--- src/rtl/psram_pkg.sv ---
package psram_pkg;

    localparam int ADDR_W_DEF    = 20;
    localparam int DATA_W_DEF    = 16;
    localparam int PAGE_BITS_DEF = 2;

    typedef enum logic [2:0] {
        ST_PWRUP = 3'd0,
        ST_IDLE  = 3'd1,
        ST_PRE   = 3'd2,
        ST_FIRST = 3'd3,
        ST_PAGE  = 3'd4
    } ctl_state_e;

    function automatic int max2(input int a, input int b);
        return (a > b) ? a : b;
    endfunction

endpackage

--- src/rtl/psram_timer.sv ---
module psram_timer #(
    parameter int W = 8
) (
    input  logic         clk,
    input  logic         rst,
    input  logic [W-1:0] rst_val,
    input  logic         load,
    input  logic [W-1:0] load_val,
    output logic         zero
);
    logic [W-1:0] cnt;

    always_ff @(posedge clk) begin
        if (rst) begin
            cnt <= rst_val;
        end else if (load) begin
            cnt <= load_val;
        end else if (cnt != '0) begin
            cnt <= cnt - W'(1);
        end
    end

    assign zero = (cnt == '0);
endmodule

--- src/rtl/psram_cs_guard.sv ---
module psram_cs_guard #(
    parameter int CS_MAX = 1600,
    parameter int W      = 12
) (
    input  logic         clk,
    input  logic         rst,
    input  logic         in_acc,
    input  logic [W-1:0] next_cost,
    output logic         room_ok,
    output logic [W-1:0] run
);
    logic [W:0] need;

    always_ff @(posedge clk) begin
        if (rst || !in_acc) begin
            run <= '0;
        end else begin
            run <= run + W'(1);
        end
    end

    // cycles low after the current access ends plus one more in-page access
    assign need    = {1'b0, run} + {1'b0, next_cost} + (W+1)'(1);
    assign room_ok = (need <= (W+1)'(CS_MAX));

    // the low stretch never exceeds its budget
    p_cs_stretch_r8: assert property (@(posedge clk) disable iff (rst)
        in_acc |-> (run < W'(CS_MAX)));
endmodule

--- src/rtl/psram_lane_path.sv ---
module psram_lane_path #(
    parameter int DATA_W = 16,
    parameter int BURST  = 4,
    parameter int LANES  = 2
) (
    input  logic                    clk,
    input  logic                    rst,
    input  logic                    load,
    input  logic [BURST*DATA_W-1:0] wdata,
    input  logic                    step,
    input  logic                    cap,
    input  logic [LANES-1:0]        be,
    input  logic [DATA_W-1:0]       dq_in,
    output logic [DATA_W-1:0]       dq_out,
    output logic                    rsp_valid,
    output logic [DATA_W-1:0]       rsp_data
);
    logic [DATA_W-1:0] wbuf [BURST];
    logic [DATA_W-1:0] masked;

    always_ff @(posedge clk) begin
        if (load) begin
            for (int i = 0; i < BURST; i++) begin
                wbuf[i] <= wdata[i*DATA_W +: DATA_W];
            end
        end else if (step) begin
            for (int i = 0; i < BURST-1; i++) begin
                wbuf[i] <= wbuf[i+1];
            end
        end
    end

    genvar l;
    generate
        for (l = 0; l < LANES; l++) begin : g_lane
            assign masked[l*8 +: 8] = be[l] ? dq_in[l*8 +: 8] : 8'h00;
        end
    endgenerate

    always_ff @(posedge clk) begin
        if (rst) begin
            rsp_valid <= 1'b0;
            rsp_data  <= '0;
        end else begin
            rsp_valid <= cap;
            if (cap) begin
                rsp_data <= masked;
            end
        end
    end

    assign dq_out = wbuf[0];

    // a disabled lane returns zero
    p_lane_zero_r6: assert property (@(posedge clk) disable iff (rst)
        (cap && !be[0]) |=> (rsp_data[7:0] == 8'h00));
endmodule

--- src/rtl/psram_page_ctrl.sv ---
module psram_page_ctrl
    import psram_pkg::*;
#(
    parameter int ADDR_W    = ADDR_W_DEF,
    parameter int DATA_W    = DATA_W_DEF,
    parameter int PAGE_BITS = PAGE_BITS_DEF,
    parameter int T_PWRUP   = 10000,
    parameter int T_RC      = 7,
    parameter int T_PAA     = 4,
    parameter int T_PWC     = 4,
    parameter int T_PRE     = 1,
    parameter int CS_MAX    = 1600
) (
    input  logic                                  clk,
    input  logic                                  rst,
    input  logic                                  req_valid,
    output logic                                  req_ready,
    input  logic                                  req_write,
    input  logic [ADDR_W-1:0]                     req_addr,
    input  logic [PAGE_BITS-1:0]                  req_len,
    input  logic [DATA_W/8-1:0]                   req_be,
    input  logic [(1<<PAGE_BITS)*DATA_W-1:0]      req_wdata,
    output logic                                  rsp_valid,
    output logic [DATA_W-1:0]                     rsp_data,
    output logic                                  mem_cs_n,
    output logic                                  mem_oe_n,
    output logic                                  mem_we_n,
    output logic [DATA_W/8-1:0]                   mem_bl_n,
    output logic                                  mem_pd_n,
    output logic [ADDR_W-1:0]                     mem_addr,
    output logic [DATA_W-1:0]                     mem_dq_out,
    output logic                                  mem_dq_oe,
    input  logic [DATA_W-1:0]                     mem_dq_in
);
    localparam int BURST  = 1 << PAGE_BITS;
    localparam int LANES  = DATA_W / 8;
    localparam int TMAX   = max2(max2(T_PWRUP, T_RC), max2(max2(T_PAA, T_PWC), T_PRE));
    localparam int CNT_W  = $clog2(TMAX + 1);
    localparam int RUN_W  = $clog2(max2(CS_MAX, max2(T_PAA, T_PWC)) + 1) + 1;

    ctl_state_e           state, nxt;
    logic [ADDR_W-1:0]    addr_q;
    logic                 wr_q;
    logic [LANES-1:0]     be_q;
    logic [PAGE_BITS:0]   left_q;

    logic                 accept, step, cap, in_acc, last_in_page;
    logic                 tmr_load, tmr_zero, room_ok;
    logic [CNT_W-1:0]     tmr_val;
    logic [RUN_W-1:0]     next_cost, cs_run;

    assign accept       = (state == ST_IDLE) && req_valid;
    assign in_acc       = (state == ST_FIRST) || (state == ST_PAGE);
    assign last_in_page = (addr_q[PAGE_BITS-1:0] == '1);
    assign next_cost    = wr_q ? RUN_W'(T_PWC) : RUN_W'(T_PAA);

    psram_timer #(.W(CNT_W)) u_timer (
        .clk      (clk),
        .rst      (rst),
        .rst_val  (CNT_W'(T_PWRUP - 1)),
        .load     (tmr_load),
        .load_val (tmr_val),
        .zero     (tmr_zero)
    );

    psram_cs_guard #(.CS_MAX(CS_MAX), .W(RUN_W)) u_guard (
        .clk       (clk),
        .rst       (rst),
        .in_acc    (in_acc),
        .next_cost (next_cost),
        .room_ok   (room_ok),
        .run       (cs_run)
    );

    psram_lane_path #(.DATA_W(DATA_W), .BURST(BURST), .LANES(LANES)) u_lanes (
        .clk       (clk),
        .rst       (rst),
        .load      (accept),
        .wdata     (req_wdata),
        .step      (step),
        .cap       (cap),
        .be        (be_q),
        .dq_in     (mem_dq_in),
        .dq_out    (mem_dq_out),
        .rsp_valid (rsp_valid),
        .rsp_data  (rsp_data)
    );

    always_comb begin
        nxt      = state;
        tmr_load = 1'b0;
        tmr_val  = '0;
        step     = 1'b0;
        cap      = 1'b0;
        case (state)
            ST_PWRUP: begin
                if (tmr_zero) nxt = ST_IDLE;
            end
            ST_IDLE: begin
                if (req_valid) begin
                    nxt      = ST_PRE;
                    tmr_load = 1'b1;
                    tmr_val  = CNT_W'(T_PRE - 1);
                end
            end
            ST_PRE: begin
                if (tmr_zero) begin
                    nxt      = ST_FIRST;
                    tmr_load = 1'b1;
                    tmr_val  = CNT_W'(T_RC - 1);
                end
            end
            ST_FIRST, ST_PAGE: begin
                if (tmr_zero) begin
                    cap  = !wr_q;
                    step = 1'b1;
                    if (left_q == (PAGE_BITS+1)'(1)) begin
                        nxt = ST_IDLE;
                    end else if (last_in_page || !room_ok) begin
                        nxt      = ST_PRE;
                        tmr_load = 1'b1;
                        tmr_val  = CNT_W'(T_PRE - 1);
                    end else begin
                        nxt      = ST_PAGE;
                        tmr_load = 1'b1;
                        tmr_val  = wr_q ? CNT_W'(T_PWC - 1) : CNT_W'(T_PAA - 1);
                    end
                end
            end
            default: nxt = ST_IDLE;
        endcase
    end

    always_ff @(posedge clk) begin
        if (rst) begin
            state  <= ST_PWRUP;
            addr_q <= '0;
            wr_q   <= 1'b0;
            be_q   <= '0;
            left_q <= '0;
        end else begin
            state <= nxt;
            if (accept) begin
                addr_q <= req_addr;
                wr_q   <= req_write;
                be_q   <= req_be;
                left_q <= {1'b0, req_len} + (PAGE_BITS+1)'(1);
            end else if (step) begin
                addr_q <= addr_q + ADDR_W'(1);
                left_q <= left_q - (PAGE_BITS+1)'(1);
            end
        end
    end

    assign req_ready = (state == ST_IDLE);
    assign mem_cs_n  = !in_acc;
    assign mem_oe_n  = !(in_acc && !wr_q);
    assign mem_we_n  = !(in_acc && wr_q);
    assign mem_bl_n  = in_acc ? ~be_q : '1;
    assign mem_pd_n  = 1'b1;
    assign mem_addr  = addr_q;
    assign mem_dq_oe = in_acc && wr_q;

    // nothing happens on the memory side during the power-up wait
    p_pwrup_quiet_r1: assert property (@(posedge clk) disable iff (rst)
        (state == ST_PWRUP) |-> (mem_cs_n && !req_ready && !mem_dq_oe));

    // only the in-page bits may move while chip select is held low
    p_page_addr_r2: assert property (@(posedge clk) disable iff (rst)
        (!mem_cs_n && !$past(mem_cs_n)) |->
        (mem_addr[ADDR_W-1:PAGE_BITS] == $past(mem_addr[ADDR_W-1:PAGE_BITS])));

    // the bus is released whenever chip select is high
    p_bus_idle_r7: assert property (@(posedge clk) disable iff (rst)
        mem_cs_n |-> !mem_dq_oe);

    // never both sides driving
    p_no_fight_r9: assert property (@(posedge clk) disable iff (rst)
        mem_dq_oe |-> mem_oe_n);

    // the bus is already released when the memory is told to drive
    p_turnaround_r9: assert property (@(posedge clk) disable iff (rst)
        $fell(mem_oe_n) |-> !$past(mem_dq_oe));

    // a response only follows a read cycle
    p_rsp_read_r10: assert property (@(posedge clk) disable iff (rst)
        rsp_valid |-> !$past(mem_oe_n));
endmodule

--- config.mk ---
export PLATFORM = sky130hd
export DESIGN_NAME = psram_page_ctrl
export DESIGN_NICKNAME = d
export VERILOG_FILES = /design/src/rtl/psram_pkg.sv /design/src/rtl/psram_timer.sv /design/src/rtl/psram_cs_guard.sv /design/src/rtl/psram_lane_path.sv /design/src/rtl/psram_page_ctrl.sv
export SDC_FILE = /design/constraint.sdc
export NUM_CORES = 1
export LEC_CHECK = 0
export BUFFER_PORTS_ARGS = -buffer_cell sky130_fd_sc_hd__buf_2
export CAP_MARGIN = 20
export CORE_ASPECT_RATIO = 1.75
export CORE_MARGIN = 3
export CORE_UTILIZATION = 50
export CTS_BUF_LIST = sky130_fd_sc_hd__clkbuf_2
export CTS_CLUSTER_SIZE = 12
export DETAILED_ROUTE_END_ITERATION = 10
export PLACE_DENSITY_LB_ADDON = 0.2
export SETUP_SLACK_MARGIN = 0.05
export SLEW_MARGIN = 15
export SYNTH_ARGS = -nofsm -noshare
export SYNTH_HDL_FRONTEND = slang
export SYNTH_HIERARCHICAL = 1
export SYNTH_SLANG_ARGS = --single-unit
--- constraint.sdc ---
create_clock -name clk -period 4 [get_ports clk]
set_input_delay 0.8 -clock clk [delete_from_list [all_inputs] [get_ports clk]]
set_output_delay 0.8 -clock clk [all_outputs]
set_load 0.02 [all_outputs]
==> metrics.csv, run 1 <==
metric;value;unit
Iter 0 DRT Violations;241;
power density cells;300;mW/mm^2
detailed-route via count;5637;
vias in the first global route;5695;
Post-synth EDFFs;78;
f_max;0.285;GHz
fin worst setup slack;0.497;ns
synth warn;6;
first-pass GRT wire length;25900;microns
Crit. End Element;register;
outcome;completed;
worst hold path class;in -> reg;
R2R cell count;13;
IO buf count;167;
CORE AREA;0.0136;sq mm
placed cells;1004;
DRC viols;0;
area grow syn2layout;18.7;%
GP Congestion;0.915;
RSZ-0062 raised after global routing;false;
Ports;169;
worst flop-to-flop path endpoint;u_timer/cnt[2];
Crit Path Class;reg -> reg;
number of cell rows;56;
CTS resizes;0;
Pleak;3.33;nW
DP Wirelength;12100;microns
Die ar.;0.0155;sq mm
Yosys cell types;77;
post-CTS setup buffer count;0;
fin crit period;3.50;ns
Final #Nets;975;
Synth area leader;edfxtp_1;
final-report max-slew violation count;0;
drt wl/cell;15.9;microns
worst path required time;4.37;ns
setup violators final;0;
setup tns final;0;ns
vias per cell;5.44;
die width;95.5;microns
share of the synthesized area in the top cell type;33.4;%
worst-path maximum fanout;14;
setup slack, reg-to-reg;0.50;ns
Synth area leaders;edfxtp_1 33%, dfxtp_1 17%, mux2_2 4.8%;
share of async-settable or async-resettable flops after synthesis;0;%
Mapped Area;0.00701;sq mm
H-tree levels;4;
antenna violations before repair;1;
hold depth;1;
Yosys reg bits;136;
clk_lat worst skew;0.67;ns
CP startpoint kind;register;
hold_buf cts;0;
post-route clock period utilization;87.6;%
prevailing post-synth register cell;edfxtp_1;
Final Hold Fails;0;
sequential area share after synthesis;50.0;%
clk slew on worst S/H paths;0.23;ns
final std cells w/o fill;1037;
TritonCTS buffer count;17;
Overflow after GRT;0;
Slew @ Worst Pin;0.799;ns
pre-CTS setup slack;0.516;ns
Worst Setup EP;u_timer/cnt[2];
CTS tree;done;
Starting Density;51.6;%
Slew HR;46.2;%
peak supply drop;148;uV
R2R Path Start;u_timer/cnt[0];
CTS Buffer Depth;2;
gr usage total;21.0;%
CP Launch Point;u_timer/cnt[0];
synth cell count leaders;78 x edfxtp_1, 58 x dfxtp_1, 55 x nand2_1;
largest net degree at the start of global routing;49;
PnR Total Power;0.00250;W
Die Height;163;microns
CP arrival;3.88;ns
CTS root buf;clkbuf_2;
Syn Inst Count;651;
Post-Route WL;16500;microns
cell with the most instances after synthesis;edfxtp_1;
Mean Syn Cell Area;10.8;sq um
MaxCap Viol Count;0;
clk_skew;0.0404;ns
Design Area, Final;0.00832;sq mm
share of post-route cells with drive strength above 1;32.4;%
First-pass DRT Iterations;5;
clock sinks;136;
area post-placement;0.00810;sq mm
antenna-violating nets left;0;
==> cell families after synthesis <==
group | Yosys count | synth area share (%)
XOR/XNOR | 24 | 3.00
flip-flops | 136 | 50.0
adder cells (fa/ha/maj) | 18 | 3.21
AO/OA/AOI/OAI | 146 | 13.4
other | 2 | 0.107
AND/OR/NAND/NOR | 214 | 16.8
buffers and inverters | 59 | 4.16
multiplexers | 52 | 9.39
==> through the flow <==
stage               utilization, %  hold slack [ns]
floorplan                        -            0.430
global placement              59.6            0.442
detailed placement            59.6            0.459
CTS                           61.2            0.215
global route                  61.2            0.192
finish                        61.2            0.300
==> final cells by class <==
cell class | instances | area (sq um)
Antenna cell | 1 | 2.50
Clock buffer | 18 | 90.1
Clock inverter | 14 | 126
Fill cell | 1196 | 5270
Inverter | 24 | 90.1
Multi-Input combinational cell | 492 | 3350
Sequential cell | 136 | 3500
Tap cell | 174 | 218
Timing Repair Buffer | 178 | 943
==> cell usage in the layout, fill, tap and decap left out, types with 8 or more instances in the layout <==
| cell type | n |
|---|---|
| mux2_4 | 20 |
| nor3_1 | 9 |
| mux2_2 | 30 |
| buf_4 | 9 |
| dfxtp_1 | 58 |
| clkbuf_2 | 18 |
| a31oi_1 | 8 |
| nand2_1 | 55 |
| conb_1 | 38 |
| nand4_1 | 8 |
| buf_2 | 167 |
| xor2_1 | 12 |
| a21oi_1 | 48 |
| or3_1 | 9 |
| nor2_1 | 25 |
| o21ai_0 | 31 |
| edfxtp_1 | 78 |
| ha_1 | 18 |
| xnor2_1 | 12 |
| nand3_1 | 33 |
| nand2b_1 | 25 |
| a22oi_1 | 10 |
| inv_1 | 24 |
==> worst min-delay path by stage <==
stage	end	from	slack (ns)
2_1_floorplan	u_guard/run[0]	u_guard/run[0]	0.43
3_3_place_gp	left_q[1]	left_q[1]	0.44
3_5_place_dp	left_q[1]	left_q[1]	0.46
4_1_cts	u_lanes/wbuf[3][4]	req_wdata[52]	0.22
5_1_grt	u_lanes/wbuf[3][13]	req_wdata[61]	0.19
6_report	u_lanes/wbuf[3][15]	req_wdata[63]	0.30
==> worst max-delay path: stages (launching register included) <==
cell	delay [ns]
edfxtp_1	0.46
inv_1	0.08
ha_1	0.17
or4b_4	0.50
or3b_4	0.45
nor4_2	0.26
and4bb_2	0.32
nor2_1	0.07
inv_1	0.19
nand2_1	0.08
nand3_1	0.11
or2_2	0.21
nand2b_1	0.13
buf_4	0.22
==> state kept, by name, indices dropped and copies added (netlist names), 2 cells and up <==
signal and count:
mem_addr 20, u_guard/run 12, be_q 2, u_lanes/rsp_data 16
u_lanes/wbuf 64, u_timer/cnt 14, left_q 3, state 3
==> layer usage <==
| layer | share of wire, % | global-route usage [%] | routed length [microns] | up-vias |
|---|---|---|---|---|
| met5 | 0 | 0 | 0 | - |
| met4 | 1.1 | 7.32 | 189 | 0 |
| met3 | 5.3 | 3.61 | 880 | 20 |
| met2 | 54 | 38.5 | 8910 | 158 |
| met1 | 39 | 24.0 | 6500 | 2676 |
| li1 | - | - | - | 2783 |
==> where the power goes <==
part	total, W	internal (W)	switching, W
Sequential	0.00152	0.00150	0.0000212
Clock	0.000764	0.000195	0.000569
Combinational	0.000210	0.000112	0.0000981
Power figures use the tool's default switching activity.
==> run 2, diff against run 1 <==
--- a/config.mk
+++ b/config.mk
@@ -5,11 +5,12 @@
 export SDC_FILE = /design/constraint.sdc
 export NUM_CORES = 1
 export LEC_CHECK = 0
+export ABC_AREA = 1
 export BUFFER_PORTS_ARGS = -buffer_cell sky130_fd_sc_hd__buf_2
 export CAP_MARGIN = 20
 export CORE_ASPECT_RATIO = 1.75
 export CORE_MARGIN = 3
-export CORE_UTILIZATION = 50
+export CORE_UTILIZATION = 51
 export CTS_BUF_LIST = sky130_fd_sc_hd__clkbuf_2
 export CTS_CLUSTER_SIZE = 12
 export DETAILED_ROUTE_END_ITERATION = 10
==> metrics.csv, run 2 <==
metric;value;unit
final-report max-slew violation count;0;
Synth Area in Compound Gates;8.95;%
Pleak;4.16;nW
antenna violations before repair;4;
Synth area leader;edfxtp_1;
met3 WL post-DR;889;microns
fillcell total;1371;
wl on met1;7200;microns
clk slew on worst S/H paths;0.23;ns
CTS root buf;clkbuf_2;
Iter 0 DRT Violations;326;
peak supply drop;220;uV
sequential area share after synthesis;46.0;%
most frequent cells in the layout;308 x nand2_1, 167 x buf_2, 120 x nand3_1;
Worst path slowest cell;nand2_2;
setup slack, reg-to-reg;0.80;ns
vias in the first global route;6753;
Hold Path End;u_lanes/wbuf[3][4];
share of async-settable or async-resettable flops after synthesis;0;%
flip-flop count of the largest register after layout;64;
CP max stage delay;0.62;ns
IO buf count;167;
largest family of logic cells by synthesized area;simple AND/OR/NAND/NOR gates;
RSZ-0062 raised after global routing;false;
CTS tree;done;
DP Wirelength;13800;microns
R2R Path Start;u_timer/cnt[0];
Mapped Area;0.00761;sq mm
power density cells;371;mW/mm^2
CP startpoint kind;register;
Die ar.;0.0165;sq mm
Starting Density;52.5;%
synth warn;6;
Crit Path Class;reg -> reg;
share of the synthesized area in the top cell type;30.8;%
fin crit period;3.20;ns
Crit. End Element;register;
setup tns final;0;ns
adder-cell area share of the yosys netlist;2.96;%
die width;98.4;microns
outcome;completed;
MaxCap Viol Count;0;
CP arrival;3.66;ns
CORE AREA;0.0145;sq mm
gr usage total;22.8;%
clk_skew;0.0450;ns
worst path required time;4.45;ns
prevailing post-synth register cell;edfxtp_1;
Die Height;168;microns
Biggest register;u_lanes/wbuf;
First-pass DRT Iterations;5;
Final #Nets;1304;
TritonCTS buffer count;17;
area of the multi-input gates;0.00364;sq mm
Yosys cell types;40;
DR WL met2;9980;microns
f_max;0.312;GHz
Final Hold Fails;0;
share of post-route cells with drive strength above 1;22.7;%
cell with the most instances after synthesis;nand2_1;
Seq. cell area;0.00350;sq mm
Post-synth EDFFs;78;
Syn Inst Count;989;
CTS Buffer Depth;2;
detailed-route via count;6958;
commonest non-fill, non-tap cell in the layout;nand2_1;
pre-CTS setup slack;0.823;ns
Slew HR;42.4;%
CTS resizes;0;
number of cell rows;58;
drt wl/cell;13.5;microns
vias per cell;5.06;
post-CTS setup buffer count;0;
CP Launch Point;u_timer/cnt[0];
cells along the critical path;inv_1 > ha_1 > nand2_2 > nor2_4 > nand2_4 > nor4_4 > nand3_2 > inv_2 > nand2_2 > nand2_1 > nand2_1;
R2R cell count;11;
Overflow after GRT;0;
fin worst setup slack;0.798;ns
hold path start;req_wdata[52];
Slew @ Worst Pin;0.861;ns
hold_buf cts;0;
Post-Synth Simple-Gate Area;33.4;%
worst hold path class;in -> reg;
Ports;169;
area grow syn2layout;17.3;%
worst-path maximum fanout;48;
worst flop-to-flop path endpoint;u_lanes/wbuf[1][9];
hold depth;1;
synth cell count leaders;308 x nand2_1, 120 x nand3_1, 92 x nor2_1;
Yosys reg bits;136;
Mean Syn Cell Area;7.70;sq um
GP Congestion;0.955;
clk_lat worst skew;0.69;ns
DRC viols;0;
multiplexer area fraction after synthesis;0;%
post-route clock period utilization;80.1;%
clock sinks;136;
Post-Route WL;18500;microns
H-tree levels;4;
setup violators final;0;
xor/xnor share of the synthesized area;0.460;%
first-pass GRT wire length;31000;microns
Highest Signal Layer;met4;
largest net degree at the start of global routing;49;
antenna-violating nets left;0;
Synth area leaders;edfxtp_1 31%, dfxtp_1 15%, nand2_1 15%;
[run 2: worst max-delay path by stage]
stage	endpoint	cells past startpoint	slack, ns
3_3_place_gp	u_timer/cnt[6]	12	0.94
2_1_floorplan	u_lanes/wbuf[0][0]	11	1.12
5_1_grt	u_lanes/wbuf[2][3]	11	0.54
3_5_place_dp	u_lanes/wbuf[1][9]	11	0.82
6_report	u_lanes/wbuf[1][9]	11	0.80
4_1_cts	u_lanes/wbuf[1][15]	11	0.82
[run 2: cell type report]
| cell class | instances | area share (%) |
|---|---|---|
| Multi-Input combinational cell | 756 | 40.7 |
| Clock buffer | 17 | 0.952 |
| Timing Repair Buffer | 175 | 10.0 |
| Sequential cell | 136 | 39.2 |
| Clock inverter | 15 | 2.60 |
| Tap cell | 180 | 2.52 |
| Inverter | 92 | 3.87 |
| Antenna cell | 4 | 0.112 |
[run 2: metrics by stage]
stage	util, %	total power (W)	std cells	hold slack, ns	instance area (sq um)
5_1_grt	61.6	0.00350	1375	0.182	8930
2_1_floorplan	-	0.00215	1025	0.440	7750
3_5_place_dp	59.3	0.00233	1339	0.453	8610
6_report	61.6	0.00332	1375	0.279	8930
3_3_place_gp	59.3	0.00232	1339	0.449	8610
4_1_cts	61.5	0.00335	1371	0.215	8920
[run 2: power by group]
part	total [W]	switching [W]	leakage, nW	internal (W)
Clock	0.00101	0.000570	0.181	0.000443
Sequential	0.00169	0.0000736	1.20	0.00161
Combinational	0.000617	0.000415	2.78	0.000202
[run 2: routing by layer]
metal	vias up	global-route usage (%)
met2	199	42.1
met3	31	3.88
met4	0	8.50
li1	3586	-
met5	-	0
met1	3142	25.9
[run 2: cell families after synthesis]
group                      Yosys count
and+or+nand+nor                    577
DFF                                136
buffers and inverters              133
AOI/OAI and AO/OA                  119
adders and majority gates           18
xor gates and xnor gates             4
other                                2
[run 2: critical path: cells and delay by family (launching register included)]
family | cells | cell delay (ns)
flops | 1 | 0.40
simple gates | 8 | 1.79
buf+inv | 2 | 0.56
fa+ha+maj | 1 | 0.24
==> run 3, diff against run 2 <==
--- a/config.mk
+++ b/config.mk
@@ -5,12 +5,12 @@
 export SDC_FILE = /design/constraint.sdc
 export NUM_CORES = 1
 export LEC_CHECK = 0
-export ABC_AREA = 1
+export ABC_AREA = 0
 export BUFFER_PORTS_ARGS = -buffer_cell sky130_fd_sc_hd__buf_2
 export CAP_MARGIN = 20
 export CORE_ASPECT_RATIO = 1.75
 export CORE_MARGIN = 3
-export CORE_UTILIZATION = 51
+export CORE_UTILIZATION = 50
 export CTS_BUF_LIST = sky130_fd_sc_hd__clkbuf_2
 export CTS_CLUSTER_SIZE = 12
 export DETAILED_ROUTE_END_ITERATION = 10
==> constraint.sdc (replaced) <==
create_clock -name clk -period 2.9 [get_ports clk]
set_input_delay 0.58 -clock clk [delete_from_list [all_inputs] [get_ports clk]]
set_output_delay 0.58 -clock clk [all_outputs]
set_load 0.02 [all_outputs]
==> metrics.csv, run 3 (synthesis results as in run 1) <==
metric;value;unit
gr usage total;25.1;%
worst flop-to-flop path endpoint;u_timer/cnt[3];
TritonCTS buffer count;17;
CP Launch Point;u_timer/cnt[0];
share of post-route cells with drive strength above 1;48.4;%
CTS tree;done;
vias per cell;5.67;
Pleak;3.99;nW
failing checks;negative setup slack;
Post-Route WL;21400;microns
CORE AREA;0.0136;sq mm
antenna-violating nets left;0;
First-pass DRT Iterations;5;
H-tree levels;4;
Ports;169;
clk_skew;0.0575;ns
R2R Path Start;u_timer/cnt[0];
peak supply drop;257;uV
CP startpoint kind;register;
Biggest register;u_lanes/wbuf;
f_max;0.313;GHz
setup violators final;163;
Slew HR;54.3;%
Crit Path Class;reg -> reg;
area grow syn2layout;42.7;%
flip-flop count of the largest register after layout;64;
DRC viols;0;
CTS root buf;clkbuf_2;
fillcell total;932;
Die ar.;0.0155;sq mm
final-report max-slew violation count;0;
fin worst setup slack;-0.300;ns
first-pass GRT wire length;30400;microns
Worst Setup EP;u_timer/cnt[3];
die width;95.5;microns
vias in the first global route;6381;
RSZ-0062 raised after global routing;true;
CP max stage delay;0.46;ns
clock sinks;136;
commonest non-fill, non-tap cell in the layout;buf_2;
CTS Buffer Depth;2;
post-route clock period utilization;110;%
final core occ;73.6;%
R2R cell count;11;
setup tns final;-32.24;ns
Starting Density;51.6;%
outcome;complete, but fails checks;
Die Height;163;microns
number of cell rows;56;
Iter 0 DRT Violations;343;
drt wl/cell;18.9;microns
Final #Nets;1069;
IO buf count;167;
CP arrival;3.61;ns
worst hold path class;in -> reg;
cells along the critical path;inv_1 > ha_2 > or4b_4 > or3b_4 > nor4_4 > buf_4 > nand2_2 > or3_4 > nand3_4 > or2_4 > nand2b_4;
worst-path maximum fanout;7;
Crit. End Element;register;
Slew @ Worst Pin;0.685;ns
GP Congestion;0.880;
DP Wirelength;13300;microns
clk slew on worst S/H paths;0.27;ns
fin crit period;3.20;ns
MaxCap Viol Count;0;
worst path required time;3.31;ns
Final Hold Fails;0;
area post-placement;0.00853;sq mm
setup slack, reg-to-reg;-0.30;ns
Design Area, Final;0.0100;sq mm
most frequent cells in the layout;167 x buf_2, 78 x edfxtp_1, 54 x dfxtp_1;
detailed-route via count;6415;
power density cells;371;mW/mm^2
largest net degree at the start of global routing;46;
clk_lat worst skew;0.72;ns
antenna violations before repair;2;
Overflow after GRT;0;
Worst path slowest cell;or4b_4;
[run 3: what timing repair did]
action / in CTS / in global routing
gates cloned: 10 / 3
hold buffers: 6 / 8
resized for setup: 94 / 87
buffers inserted: 23 / 12
hold endpoints to repair: 6 / 8
setup endpoints to repair: 167 / 172
pin swaps: 39 / 37
[run 3: routing by layer]
layer / global-route usage (%) / share of wire (%) / vias up
met1: 24.8 / 34 / 3064
met3: 5.69 / 6.0 / 79
li1: - / - / 2979
met5: 0 / 0 / -
met4: 14.1 / 4.9 / 0
met2: 46.7 / 55 / 293
[run 3: final cells by class]
class / instances / area [sq um] / area share (%)
antenna: 2 / 5.00 / 0.0500
clock inverter: 15 / 178 / 1.78
tap: 174 / 218 / 2.18
inverter: 24 / 92.6 / 0.926
multi-input combinational: 493 / 4020 / 40.2
clock buffer: 17 / 85.1 / 0.851
sequential: 136 / 3510 / 35.1
timing repair buffer: 271 / 1900 / 19.0
[run 3: how the worst min path moves through the flow]
stage                         startpoint                 end  slack, ns  cells after the start
after global routing           req_be[0]             be_q[0]      -0.01                      3
after detailed placement       left_q[1]           left_q[1]       0.44                      2
after global placement         left_q[1]           left_q[1]       0.44                      2
after floorplan           u_guard/run[0]      u_guard/run[0]       0.43                      1
after CTS                  req_wdata[50]  u_lanes/wbuf[3][2]      0.001                      1
final                          req_be[0]             be_q[0]       0.06                      3
[run 3: stage by stage]
step           cells  total power, W  hold slack [ns]  setup slack [ns]
5_1_grt         1132         0.00386          -0.0144            -0.435
3_3_place_gp    1049         0.00246            0.440            -0.303
3_5_place_dp    1049         0.00248            0.444            -0.408
6_report        1132         0.00372           0.0632            -0.300
2_1_floorplan    687         0.00232            0.430            -0.520
4_1_cts         1120         0.00369          0.00114            -0.235
[run 3: report_power, final]
part	switching, W	total, W	internal (W)
Clock	0.000851	0.00122	0.000366
Sequential	0.0000240	0.00210	0.00207
Combinational	0.000183	0.000402	0.000218
[run 3: critical path: cells and delay by family (launching register included)]
| kind | cells | cell delay [ns] |
|---|---|---|
| DFF | 1 | 0.45 |
| buffers and inverters | 2 | 0.28 |
| adders and majority gates | 1 | 0.17 |
| and+or+nand+nor | 8 | 2.04 |
